**src/rtl/irq_flag_pkg.sv**
```systemverilog
package irq_flag_pkg;
    localparam int NUM_SRC = 3;
    localparam int STAT_W  = 8;
    localparam int FLAG_LSB = 4;
    localparam int IRQ_BIT  = STAT_W - 1;
    localparam int ZERO_W   = FLAG_LSB;

    typedef struct packed {
        logic flag;
        logic held;
    } src_state_t;

    typedef struct packed {
        logic              busy;
        logic [STAT_W-1:0] snap;
    } rd_state_t;
endpackage

```
**src/rtl/irq_src_cell.sv**
```systemverilog
module irq_src_cell
    import irq_flag_pkg::*;
(
    input  logic clk,
    input  logic rst_n,
    input  logic evt_i,
    input  logic rd_open_i,
    input  logic rd_busy_i,
    input  logic rd_close_i,
    output logic flag_o
);
    src_state_t st_d, st_q;

    always_comb begin
        st_d = st_q;
        if (rd_close_i) begin
            st_d.flag = st_q.held | evt_i;
            st_d.held = 1'b0;
        end else if (rd_open_i || rd_busy_i) begin
            st_d.held = st_q.held | evt_i;
        end else begin
            st_d.flag = st_q.flag | evt_i;
        end
    end

    always_ff @(posedge clk or negedge rst_n) begin
        if (!rst_n) st_q <= '0;
        else        st_q <= st_d;
    end

    assign flag_o = st_q.flag;
endmodule

```
**src/rtl/irq_drive.sv**
```systemverilog
module irq_drive
    import irq_flag_pkg::*;
(
    input  logic [NUM_SRC-1:0] flags_i,
    input  logic [NUM_SRC-1:0] en_i,
    output logic               act_o,
    output logic               irq_n_o,
    output logic               irq_oe_o
);
    always_comb begin
        act_o    = |(flags_i & en_i);
        irq_oe_o = act_o;
        irq_n_o  = ~act_o;
    end
endmodule

```
**src/rtl/irq_read_ctrl.sv**
```systemverilog
module irq_read_ctrl
    import irq_flag_pkg::*;
(
    input  logic               clk,
    input  logic               rst_n,
    input  logic               rd_begin_i,
    input  logic               rd_end_i,
    input  logic [NUM_SRC-1:0] flags_i,
    input  logic               irq_act_i,
    output logic               open_o,
    output logic               busy_o,
    output logic               close_o,
    output logic [STAT_W-1:0]  stat_o
);
    rd_state_t st_d, st_q;
    logic [STAT_W-1:0] live;

    always_comb begin
        live = {irq_act_i, flags_i, {ZERO_W{1'b0}}};
        open_o  = rd_begin_i & ~st_q.busy;
        close_o = rd_end_i & (st_q.busy | open_o);
        st_d = st_q;
        if (open_o) st_d.snap = live;
        if (close_o)     st_d.busy = 1'b0;
        else if (open_o) st_d.busy = 1'b1;
        stat_o = st_q.busy ? st_q.snap : live;
    end

    always_ff @(posedge clk or negedge rst_n) begin
        if (!rst_n) st_q <= '0;
        else        st_q <= st_d;
    end

    assign busy_o = st_q.busy;
endmodule

```
**src/rtl/irq_flag_ctrl.sv**
```systemverilog
module irq_flag_ctrl
    import irq_flag_pkg::*;
(
    input  logic              clk,
    input  logic              rst_n,
    input  logic              evt_periodic_i,
    input  logic              evt_alarm_i,
    input  logic              evt_update_i,
    input  logic              en_periodic_i,
    input  logic              en_alarm_i,
    input  logic              en_update_i,
    input  logic              rd_begin_i,
    input  logic              rd_end_i,
    output logic [STAT_W-1:0] stat_o,
    output logic              irq_n_o,
    output logic              irq_oe_o
);
    logic [NUM_SRC-1:0] evts, ens, flags;
    logic rd_open, rd_busy, rd_close, irq_act;

    assign evts = {evt_periodic_i, evt_alarm_i, evt_update_i};
    assign ens  = {en_periodic_i, en_alarm_i, en_update_i};

    for (genvar g = 0; g < NUM_SRC; g++) begin : g_src
        irq_src_cell u_cell (
            .clk(clk), .rst_n(rst_n), .evt_i(evts[g]),
            .rd_open_i(rd_open), .rd_busy_i(rd_busy), .rd_close_i(rd_close),
            .flag_o(flags[g])
        );
    end

    irq_drive u_drive (
        .flags_i(flags), .en_i(ens), .act_o(irq_act),
        .irq_n_o(irq_n_o), .irq_oe_o(irq_oe_o)
    );

    irq_read_ctrl u_rd (
        .clk(clk), .rst_n(rst_n), .rd_begin_i(rd_begin_i), .rd_end_i(rd_end_i),
        .flags_i(flags), .irq_act_i(irq_act), .open_o(rd_open), .busy_o(rd_busy),
        .close_o(rd_close), .stat_o(stat_o)
    );
endmodule

```
**config.mk**
```make
export PLATFORM = sky130hd
export DESIGN_NAME = irq_flag_ctrl
export DESIGN_NICKNAME = d
export VERILOG_FILES = /design/src/rtl/irq_flag_pkg.sv /design/src/rtl/irq_src_cell.sv /design/src/rtl/irq_drive.sv /design/src/rtl/irq_read_ctrl.sv /design/src/rtl/irq_flag_ctrl.sv
export SDC_FILE = /design/constraint.sdc
export NUM_CORES = 1
export LEC_CHECK = 0
export BUFFER_PORTS_ARGS = -buffer_cell sky130_fd_sc_hd__buf_2
export CORE_UTILIZATION = 41
export DETAILED_ROUTE_END_ITERATION = 6
export GPL_ROUTABILITY_DRIVEN = 0
export PLACE_DENSITY = 0.69
export SLEW_MARGIN = 20
export SYNTH_ARGS = -nofsm -noshare
export SYNTH_HDL_FRONTEND = slang
export SYNTH_SLANG_ARGS = --single-unit
```
**constraint.sdc**
```tcl
create_clock -name clk -period 1.3 [get_ports clk]
set_input_delay 0.195 -clock clk [delete_from_list [all_inputs] [get_ports clk]]
set_output_delay 0.195 -clock clk [all_outputs]
set_load 0.03 [all_outputs]
```
==> out/results.ini <==
[grt]
grt_max_degree = 12
grtUsageTotal_pct = 17.0
grt-ovfl-total = 0
grt_antenna_before_repair = 0
grt_pass1_vias = 442
grt_pass1_wl_mm = 1.71

[clock_tree]
cts_root_buf = clkbuf_4
cts_tree = done
cts-buffers-inserted = 3
insertion_delay_ns = 0.27
cts.sinks = 11
path_clk_slew_ns = 0.07
max-clock-path-buffers = 2
h-tree-depth = 1

[synthesis]
yosys_warnings = 0
ys_ff_latch = 11
synth_area_leaders = dfrtp_1 (50%), mux2_2 (16%), nor3_1 (7.2%), buf_4 (5.4%), nor2_1 (3.4%)
synth_enable_flop_cells = 0
synth_most_common_cell = dfrtp_1
synthFlopType = dfrtp_1
ys_types = 18
netlist_instances = 52
netlist.area_leader.share_pct = 49.8
synth-seq-area-share_pct = 49.8
synth.avg_cell_area_um2 = 10.6
syn-cell-area_um2 = 553
synth_area_leader_cell = dfrtp_1
synthTopCellsByCount = dfrtp_1 (11), mux2_2 (8), nor3_1 (8)
async_flop_share_pct = 100

[floorplanning]
ioPinCount = 20
core_area_mm2 = 0.00119
die_h_um = 38.7
initial_utilization_pct = 46.6
die_area_mm2 = 0.00150
rows = 12
die_x_um = 38.7

[pwr]
power_w = 0.000929
power.leakage_nw = 0.309
p_sw_share_pct = 31.5
switching_power_w = 0.000292
clkPwrFrac_pct = 25.1
combPwrFrac_pct = 30.2
sequentialPowerShare_pct = 44.8
internal_power_w = 0.000636
vdd_drop_max_uv = 622
powerDensity_mw_per_mm2 = 1290

[placement]
io_buffers = 15
place_inst = 82
dpl.hpwl_um = 745
post_dp_cell_area_um2 = 651

[timing]
skew_ns = 0.000132
slew_violations = 0
setup-tns-final_ns = -1.55
rsz0062_at_grt = true
setup_viol = 7
postLayoutSetupSlackWorst_ns = -0.360
fin_crit_sh_pct = 128
fmax_ghz = 0.602
hold_viol_final = 0
fin_crit_ns = 1.66

[routing]
wl_per_cell_um = 11.7
drc = 0
dr.pass1.iters = 4
wirelength_mm = 1.04
drt_iter0_drc = 5
antenna_left = 0
via_per_inst = 4.88
num_vias = 434

[worst_setup_path]
arrival_ns = 1.47
path_class = flop to output port
end_kind = output port
crit_chain = a22oi_2 -> and2_4 -> clkinvlp_4 -> mux2_4 -> buf_6
start_kind = flop
crit_slowest_cell = dfrtp_1
path_max_fanout = 2
required_ns = 1.11
cpPeakStageDelay_ns = 0.39

[layout]
finalNonFillerCells = 89
diodes = 0
areaGrowthSynthToFinish_pct = 30.1
final_area_um2 = 719
fin_nets = 86
drive_above_1_share_pct = 46.7
fill_cells = 106
register_area_um2 = 275
multiInputGateArea_um2 = 250

[run_status]
violations = negative setup slack
outcome = finished with violations

[min_path]
hold_path.class = input port to flop

[run]
max_cap_viol_count = 0

## power by group through the flow
stage / Clock (W) / Sequential, W / Combinational (W)
after floorplan: 0 / 0.000417 / 0.000188
after global placement: 0 / 0.000418 / 0.000252
after detailed placement: 0 / 0.000421 / 0.000255
after CTS: 0.000240 / 0.000416 / 0.000277
after global routing: 0.000250 / 0.000423 / 0.000305
final: 0.000233 / 0.000416 / 0.000280
## stage by stage
stage               setup slack (ns)  util (%)  hold WS, ns
finish                        -0.360      60.7        0.148
global route                  -0.404      60.7        0.155
CTS                           -0.370      60.0        0.144
detailed placement            -0.141      54.9       0.0787
global placement             -0.0850      54.9       0.0757
floorplan                     -0.240         -       -0.101
## state kept, by name, indices dropped and copies added (netlist names)
name / cells
g_src.u_cell.flag_o: 3
g_src.u_cell.st_q: 3
u_rd.busy_o: 1
u_rd.st_q: 4
## logic make-up (layout without fill, tap and decap cells)
logic type	count (synthesis)	after routing	synth area share, %
AND/OR/NAND/NOR	18	18	15.8
flip-flops	11	11	49.8
multiplexers	8	8	16.3
AO/OA/AOI/OAI	7	7	8.37
buffers and inverters	7	27	9.05
other	1	4	0.678
## placed cells by master, fill, tap and decap left out, drive strengths merged
cell | synthesis | final
nor3 | 8 | 8
nand2b | 1 | 1
buf | 6 | 21
o22a | 1 | 1
mux2 | 8 | 8
dfrtp | 11 | 11
conb | 1 | 4
dlygate4sd3 | 0 | 1
a22oi | 1 | 1
nor2 | 5 | 5
or2 | 1 | 1
clkinvlp | 0 | 1
o32a | 1 | 1
a21oi | 3 | 3
clkbuf | 0 | 4
o21ai | 1 | 1
and2 | 2 | 2
nand2 | 1 | 1
## area by class of cell
class                           count  area share, %
Multi-Input combinational cell     37           34.8
Tap cell                           14           2.43
Sequential cell                    11           38.3
Clock buffer                        4           3.65
Timing Repair Buffer               22           19.8
Inverter                            1           1.04
## worst max-delay path: cells and delay by family, from the launching register on
family | cells | cell delay [ns]
compound gates | 1 | 0.15
mux | 1 | 0.27
simple gates | 1 | 0.18
flops | 1 | 0.39
buf+inv | 2 | 0.21
## metal layers
layer	wire length (um)	GRT usage, %
met1	471	20.8
met2	482	28.3
met4	21	10.3
met5	0	0
met3	66	1.73
## final timing paths
kind	from	endpoint	slack (ns)	cells after the start
max in group asynchronous	rst_n	g_src[0].u_cell.st_q[0]	0.79	2
worst min register to register	g_src[1].u_cell.st_q[0]	g_src[1].u_cell.st_q[0]	0.50	2
worst max-delay path	g_src[0].u_cell.flag_o	stat_o[7]	-0.36	5
worst max register to register	g_src[0].u_cell.flag_o	u_rd.st_q[7]	-0.11	6
worst min-delay path	rd_end_i	u_rd.busy_o	0.15	2
min in group asynchronous	rst_n	u_rd.st_q[6]	0.31	2
## timing repair
action,4_1_cts,5_1_grt
gates cloned,0,0
hold buffers,1,0
buffers inserted,1,1
setup endpoints to repair,6,14
gates resized for setup,5,1
endpoints found under the hold margin,11,0
pin swaps,1,1
Power figures use the tool's default switching activity.
